==> config.mk <==
export PLATFORM = sky130hd
export DESIGN_NAME = bootjump_guard
export DESIGN_NICKNAME = d
export VERILOG_FILES = /design/src/rtl/bootjump_pkg.sv /design/src/rtl/key_decode.sv /design/src/rtl/key_timer.sv /design/src/rtl/jump_resolve.sv /design/src/rtl/bootjump_guard.sv
export SDC_FILE = /design/constraint.sdc
export NUM_CORES = 1
export LEC_CHECK = 0
export BUFFER_PORTS_ARGS = -buffer_cell sky130_fd_sc_hd__buf_2
export CORE_MARGIN = 8
export CORE_UTILIZATION = 27
export DETAILED_ROUTE_END_ITERATION = 12
export HOLD_SLACK_MARGIN = 0.08
export PLACE_DENSITY = 0.7
export SLEW_MARGIN = 20
export SYNTH_ARGS = -nofsm -noshare
export SYNTH_HDL_FRONTEND = slang
export SYNTH_HIERARCHICAL = 1
export SYNTH_SLANG_ARGS = --single-unit
==> constraint.sdc <==
create_clock -name clk -period 1.5 [get_ports clk]
set_input_delay 0.3 -clock clk [delete_from_list [all_inputs] [get_ports clk]]
set_output_delay 0.3 -clock clk [all_outputs]
set_load 0.02 [all_outputs]
==> src/rtl/bootjump_pkg.sv <==
package bootjump_pkg;

    localparam int unsigned DATA_W = 8;
    localparam int unsigned KEY_W  = 6;

    typedef enum logic {
        SPACE_FLASH = 1'b0,
        SPACE_BOOT  = 1'b1
    } space_e;

    // Control bundle for the unlock countdown, in priority order reload > consume > tick.
    typedef struct packed {
        logic reload;
        logic consume;
        logic tick;
        logic hold;
    } timer_ctl_t;

    function automatic logic key_hit(input logic [DATA_W-1:0] data,
                                     input logic [KEY_W-1:0]  pattern);
        return data[DATA_W-1 -: KEY_W] == pattern;
    endfunction

endpackage

==> src/rtl/key_decode.sv <==
module key_decode
    import bootjump_pkg::*;
#(
    parameter int unsigned ADDR_W      = 8,
    parameter logic [ADDR_W-1:0] KEY_ADDR = 8'hC7,
    parameter logic [KEY_W-1:0]  KEY_PATTERN = 6'b100110
) (
    input  logic [ADDR_W-1:0] bus_addr,
    input  logic              bus_we,
    input  logic [DATA_W-1:0] bus_wdata,
    input  logic              key_flag,
    output logic              unlock,
    output logic [DATA_W-1:0] rdata
);
    logic selected;

    always_comb begin
        selected = (bus_addr == KEY_ADDR);
        unlock   = selected && bus_we && key_hit(bus_wdata, KEY_PATTERN);
        rdata    = '0;
        if (selected) begin
            rdata[0] = key_flag;
        end
    end

endmodule

==> src/rtl/key_timer.sv <==
module key_timer
    import bootjump_pkg::*;
#(
    parameter int unsigned WINDOW = 8,
    localparam int unsigned CNT_W = $clog2(WINDOW + 1)
) (
    input  logic       clk,
    input  logic       rst,
    input  timer_ctl_t ctl,
    output logic       key_flag
);
    logic [CNT_W-1:0] remain;

    always_ff @(posedge clk) begin
        if (rst) begin
            remain <= '0;
        end else if (ctl.reload) begin
            remain <= CNT_W'(WINDOW);
        end else if (ctl.consume) begin
            remain <= '0;
        end else if (ctl.tick && !ctl.hold && remain != '0) begin
            remain <= remain - CNT_W'(1);
        end
    end

    assign key_flag = (remain != '0);

    assert_reload_full_R8: assert property (@(posedge clk) disable iff (rst)
        ctl.reload |=> (remain == CNT_W'(WINDOW)));

    assert_consume_clears_R9: assert property (@(posedge clk) disable iff (rst)
        (ctl.consume && !ctl.reload) |=> !key_flag);

    assert_halt_freezes_R6: assert property (@(posedge clk) disable iff (rst)
        (ctl.hold && !ctl.reload && !ctl.consume) |=> $stable(remain));

    assert_idle_stable_R7: assert property (@(posedge clk) disable iff (rst)
        (!ctl.tick && !ctl.reload && !ctl.consume) |=> $stable(remain));

    assert_single_step_R2: assert property (@(posedge clk) disable iff (rst)
        (ctl.tick && !ctl.hold && !ctl.reload && !ctl.consume && key_flag)
        |=> (remain == $past(remain) - CNT_W'(1)));

    assert_window_bound_R2: assert property (@(posedge clk) disable iff (rst)
        remain <= CNT_W'(WINDOW));

endmodule

==> src/rtl/jump_resolve.sv <==
module jump_resolve
    import bootjump_pkg::*;
#(
    parameter int unsigned PC_W = 15,
    parameter logic [PC_W-1:0] BOOT_ENTRY = '0
) (
    input  logic            jmp,
    input  logic [PC_W-1:0] flash_target,
    input  logic            key_flag,
    output logic            valid,
    output logic [PC_W-1:0] next_pc,
    output space_e          space
);
    always_comb begin
        valid   = jmp;
        space   = SPACE_FLASH;
        next_pc = flash_target;
        if (jmp && key_flag) begin
            space   = SPACE_BOOT;
            next_pc = BOOT_ENTRY;
        end
    end

endmodule

==> src/rtl/bootjump_guard.sv <==
module bootjump_guard
    import bootjump_pkg::*;
#(
    parameter int unsigned ADDR_W = 8,
    parameter int unsigned PC_W   = 15,
    parameter int unsigned WINDOW = 8,
    parameter logic [ADDR_W-1:0] KEY_ADDR    = 8'hC7,
    parameter logic [KEY_W-1:0]  KEY_PATTERN = 6'b100110,
    parameter logic [PC_W-1:0]   BOOT_ENTRY  = '0
) (
    input  logic              clk,
    input  logic              rst,
    input  logic [ADDR_W-1:0] bus_addr,
    input  logic              bus_we,
    input  logic [DATA_W-1:0] bus_wdata,
    output logic [DATA_W-1:0] bus_rdata,
    input  logic              icyc_done,
    input  logic              dbg_halt,
    input  logic              jmp_boot,
    input  logic [PC_W-1:0]   jmp_target,
    output logic              fetch_valid,
    output logic [PC_W-1:0]   fetch_pc,
    output logic              fetch_boot
);
    logic       unlock;
    logic       key_flag;
    timer_ctl_t ctl;
    space_e     space;

    key_decode #(
        .ADDR_W      (ADDR_W),
        .KEY_ADDR    (KEY_ADDR),
        .KEY_PATTERN (KEY_PATTERN)
    ) u_decode (
        .bus_addr  (bus_addr),
        .bus_we    (bus_we),
        .bus_wdata (bus_wdata),
        .key_flag  (key_flag),
        .unlock    (unlock),
        .rdata     (bus_rdata)
    );

    always_comb begin
        ctl.reload  = unlock;
        ctl.consume = jmp_boot;
        ctl.tick    = icyc_done;
        ctl.hold    = dbg_halt;
    end

    key_timer #(
        .WINDOW (WINDOW)
    ) u_timer (
        .clk      (clk),
        .rst      (rst),
        .ctl      (ctl),
        .key_flag (key_flag)
    );

    jump_resolve #(
        .PC_W       (PC_W),
        .BOOT_ENTRY (BOOT_ENTRY)
    ) u_resolve (
        .jmp          (jmp_boot),
        .flash_target (jmp_target),
        .key_flag     (key_flag),
        .valid        (fetch_valid),
        .next_pc      (fetch_pc),
        .space        (space)
    );

    assign fetch_boot = (space == SPACE_BOOT);

    assert_boot_route_R4: assert property (@(posedge clk) disable iff (rst)
        (jmp_boot && key_flag) |-> (fetch_boot && fetch_pc == BOOT_ENTRY));

    assert_flash_route_R5: assert property (@(posedge clk) disable iff (rst)
        (jmp_boot && !key_flag) |-> (!fetch_boot && fetch_pc == jmp_target));

    assert_read_mirror_R10: assert property (@(posedge clk) disable iff (rst)
        (bus_addr == KEY_ADDR) |-> (bus_rdata == {7'b0, key_flag}));

    assert_reset_clear_R10: assert property (@(posedge clk)
        rst |=> !key_flag);

endmodule

Word level (Yosys, flattened, before mapping):

Index checks and enable logic that the tools add are counted.

* flip-flop bits (word level): 4
* latch bits: 0
* RAM bits: 0
* memory bits (read-only): 0
* input port bits: 37
* output and inout port bits: 25
* word-level logic and storage cells: 20
* memories kept: 0

* add/subtract/negate cells: 1
* multipliers: 0
* div/mod/pow operators: 0
* magnitude comparators: 0
* equality and inequality tests: 2
* shift-type cells: 0
* muxes and demuxes: 6
* bitwise logic cells: 0
* reduce and logical (&&, ||, !) cells: 9

Operator list (number)
* $mux 15: 1
* $mux 4: 3
* $eq 8x8->1 const B: 1
* $eq 6x6->1 const B: 1
* $logic_and 1x1->1: 5
* $reduce_bool 4->1: 1
* $sub 4x1->4 const B: 1
* $reduce_bool 3->1: 1
* $reduce_or 3->1: 1
* $mux 1: 2
* $logic_not 1->1: 1

Longest topological paths before layout:

* depth after elaboration: 6
* gate-level depth with buffers: 6
* mapped depth without buffers: 6

Modules after synthesis:

Netlist, hierarchy kept.

By module, submodules not included
* key_timer: times used 1, cells an instance 28, area each 236.5 um^2, sequential area each 80.1 um^2
* jump_resolve: times used 1, cells an instance 19, area each 187.7 um^2, sequential area each 0.0 um^2
* key_decode: times used 1, cells an instance 15, area each 115.1 um^2, sequential area each 0.0 um^2

Least setup slack after synthesis:

No wires, ideal clock.

* path kind: flip-flop to output port
* start: register u_timer.remain[0]
* end: output bus_rdata[0]
* arrival: 1462 ps
* data required time: 1200 ps
* path slack: -262 ps
* cell stages (with the launch flop): 7
* buffers on the path: 0
* cell sequence: dfxtp_1 -> inv_1 -> ha_1 -> nor3b_2 -> inv_1 -> inv_1 -> nor3_1

* word-level cells in the longest chain between the ends: 2

RTL lines
* start, declared: line key_timer.sv:12 `logic [CNT_W-1:0] remain;`
* start signal, assigned: line key_timer.sv:18 `remain <= CNT_W'(WINDOW);`
* start signal, assigned: line key_timer.sv:22 `remain <= remain - CNT_W'(1);`
* $reduce_bool 4->1: line key_timer.sv:26 `assign key_flag = (remain != '0);`
* named net key_flag: line bootjump_guard.sv:26 `logic key_flag;`
* $mux 1: line key_decode.sv:21 `if (selected) begin`
* end, declared: line bootjump_guard.sv:16 `output logic [DATA_W-1:0] bus_rdata,`

The timed path passes the listed nets, and every way through them passes these cells.

Worst setup path in the final report:

* start: register u_timer.remain[0]
* end: output fetch_pc[10]

* word-level cells in the longest chain between the ends: 3

RTL lines
* $reduce_bool 4->1: line key_timer.sv:26
* named net key_flag: line bootjump_guard.sv:26
* $logic_and 1x1->1: line jump_resolve.sv:18 `if (jmp && key_flag) begin`
* $mux 15: line jump_resolve.sv:18
* end, declared: line bootjump_guard.sv:22 `output logic [PC_W-1:0] fetch_pc,`

The timed path passes the listed nets, and every way through them passes these cells.

==> results.sh <==
export IMPL_layout_drive_gt1_share_pct=77.52
export IMPL_p_switching_w=0.0001384
export IMPL_yosysSeqAreaShare_pct=14.85
export IMPL_power_share_clock_pct=31.3
export IMPL_yosysMostFrequentCell="a21boi_2"
export IMPL_remaining_drc_errors=0
export IMPL_fmax_mhz=551.6
export IMPL_initial_utilization_pct=28.06
export IMPL_diodes=0
export IMPL_io_pins=62
export IMPL_hold_path_class="in2reg"
export IMPL_routed_via_count=710
export IMPL_cts_sinks=4
export IMPL_ys_seq_elements=4
export IMPL_syn_inst=62
export IMPL_synthArstFlopShare_pct=0
export IMPL_core_um2=1922
export IMPL_fin_crit_sh_pct=120.9
export IMPL_tritoncts="done"
export IMPL_grt_pass1_vias=658
export IMPL_power_density_nw_per_um2=370.9
export IMPL_die_h_um=60.69
export IMPL_ys_warn_count=6
export IMPL_final_util_pct=59.38
export IMPL_crit_fanout=6
export IMPL_clk_latency_ns=0.23
export IMPL_synth_top_cell_by_area="a21boi_2"
export IMPL_grt_max_degree=21
export IMPL_drt_iter0_drc=28
export IMPL_syn_cell_area_um2=539.3
export IMPL_multi_input_area_um2=465.4
export IMPL_largest_reg_flops=4
export IMPL_outcome="complete, but fails checks"
export IMPL_grt_pass1_wl_um=2801
export IMPL_syn_avg_cell_area_um2=8.698
export IMPL_antenna_found_initial=0
export IMPL_register_area_um2=82.58
export IMPL_rsz0062_at_grt="true"
export IMPL_cp_end_kind="primary output"
export IMPL_place_gp_congestion=0.6974
export IMPL_cap_viol_max_count=0
export IMPL_startpoint_type="flop"
export IMPL_skew_ns=0.003015
export IMPL_reg_largest_list="u_timer/remain: 4 flops"
export IMPL_yosys_top_cells_area="a21boi_2 21%, dfxtp_1 15%, buf_4 11%, a21boi_0 7.0%, ha_1 4.6%"
export IMPL_routed_via_density=4.551
export IMPL_arrival_ns=1.51
export IMPL_fin_crit_ns=1.813
export IMPL_pwr_share_seq_pct=25.3
export IMPL_swShare_pct=32.71
export IMPL_finalHoldViolCount=0
export IMPL_synthTopCellsByCount="10 x a21boi_2, 8 x buf_4, 5 x a21boi_0, 5 x inv_1, 4 x dfxtp_1"
export IMPL_synth_ff_type="dfxtp_1"
export IMPL_violations="setup timing"
export IMPL_wl_per_cell_um=14.59
export IMPL_first_pass_iters=4
export IMPL_synth_edf_count=0
export IMPL_criticalPathCategory="reg2out"
export IMPL_p_comb_share_pct=43.4
export IMPL_wl_um=2276
export IMPL_cp_required_ns=1.20
export IMPL_top_register="u_timer/remain"
export IMPL_fin_ws_ns=-0.3129
export IMPL_htree_levels=1
export IMPL_timing_hold_ws_ns=0.2833
export IMPL_gr_total_overflow=0
export IMPL_power_leakage_nw=0.5428
export IMPL_io_buffers=52
export IMPL_final_nets=170
export IMPL_clk_pin_slew_worst_paths_ns=0.04
export IMPL_syn_to_final_growth_pct=111.6
export IMPL_nFillCells=163
export IMPL_irDropWorstVdd_v=0.0002234
export IMPL_p_int_w=0.0002848
export IMPL_grt_use_total_pct=9.974
export IMPL_cts_root_buf="clkbuf_4"
export IMPL_die_w_um=60.69
export IMPL_placementRows=16
export IMPL_finalSetupViolCount=18
export IMPL_report_final_slew_viol_count=0
export IMPL_ant_nets=0
export IMPL_dieArea_um2=3683
export IMPL_cts_max_path_buffers=2
export IMPL_cts_inserted_buffers=3
export IMPL_synth_top_cell_area_share_pct=20.88
export IMPL_synth_cell_types=27
[path summary, 6_finish.rpt]
| path | from | endpoint | slack, ns | cells after the start |
|---|---|---|---|---|
| max | u_timer/remain[0]$_SDFFE_PP0P_ | fetch_pc[10] | -0.31 | 7 |
| min | rst | u_timer/remain[3]$_SDFFE_PP0P_ | 0.28 | 2 |
| max reg2reg | u_timer/remain[1]$_SDFFE_PP0P_ | u_timer/remain[2]$_SDFFE_PP0P_ | -0.13 | 8 |
| min reg2reg | u_timer/remain[3]$_SDFFE_PP0P_ | u_timer/remain[3]$_SDFFE_PP0P_ | 0.62 | 2 |
[critical path: stages (launching register included)]
cell and delay, ns:
dfxtp_2 0.31, inv_2 0.07, ha_4 0.13, nor3b_4 0.23, inv_4 0.10, clkbuf_16 0.17
a21boi_2 0.12, buf_4 0.15
[repair_timing]
action	in CTS	in global routing
pin swaps	4	8
endpoints found under the setup margin	19	19
gates cloned	0	1
hold buffers	0	0
resized for setup	37	19
buffers inserted	6	5
[power groups by stage]
stage	combinational [W]	sequential, W	clock, W
after floorplan	0.000101	0.000109	0
final	0.000184	0.000107	0.000133
after CTS	0.000167	0.000107	0.000141
after detailed placement	0.000151	0.000109	0
after global placement	0.000148	0.000109	0
after global routing	0.000196	0.000107	0.000152
[kinds of logic after synthesis]
logic type / Yosys count / share of synthesized area [%]
AO/OA/AOI/OAI: 23 / 36.43
XOR/XNOR: 1 / 1.624
adder cells (fa/ha/maj): 2 / 4.640
buffers and inverters: 16 / 19.72
flip-flops: 4 / 14.85
other: 1 / 0.6954
AND/OR/NAND/NOR: 15 / 22.04
[final cells by class]
| class | instances | area share [%] |
|---|---|---|
| Clock buffer | 3 | 1.974 |
| Tap cell | 27 | 2.961 |
| Sequential cell | 4 | 7.237 |
| Timing Repair Buffer | 68 | 44.30 |
| Inverter | 6 | 2.741 |
| Multi-Input combinational cell | 48 | 40.79 |
[per-stage QoR]
| stage | TNS [ns] | power, W | cells | cell area (um^2) | setup slack, ns |
|---|---|---|---|---|---|
| after floorplan | -0.4835 | 0.0002096 | 68 | 573.1 | -0.04835 |
| after global placement | -0.3007 | 0.0002565 | 145 | 857.1 | -0.03672 |
| after detailed placement | -0.7560 | 0.0002597 | 145 | 857.1 | -0.09270 |
| after CTS | -4.663 | 0.0004147 | 154 | 1031 | -0.2922 |
| after global routing | -6.564 | 0.0004552 | 156 | 1141 | -0.4152 |
| final | -4.984 | 0.0004233 | 156 | 1141 | -0.3129 |
[placed cells by master, fill, tap and decap left out, types with 2 or more instances in the layout]
cell / instances
dfxtp_2: 2
conb_1: 7
inv_4: 2
a21boi_2: 10
buf_6: 14
ha_4: 2
nand4b_1: 2
clkbuf_4: 3
dfxtp_1: 2
a21boi_4: 2
inv_2: 2
a21boi_1: 3
buf_4: 17
buf_2: 35
[routing by layer]
layer  share of wire [%]  track usage (%)  wire length (um)
met1                  32            9.211               735
met2                  51            18.10              1161
met3                  16            5.085               357
met4                0.92            3.987                21
met5                   0                0                 0
Power figures use the tool's default switching activity.
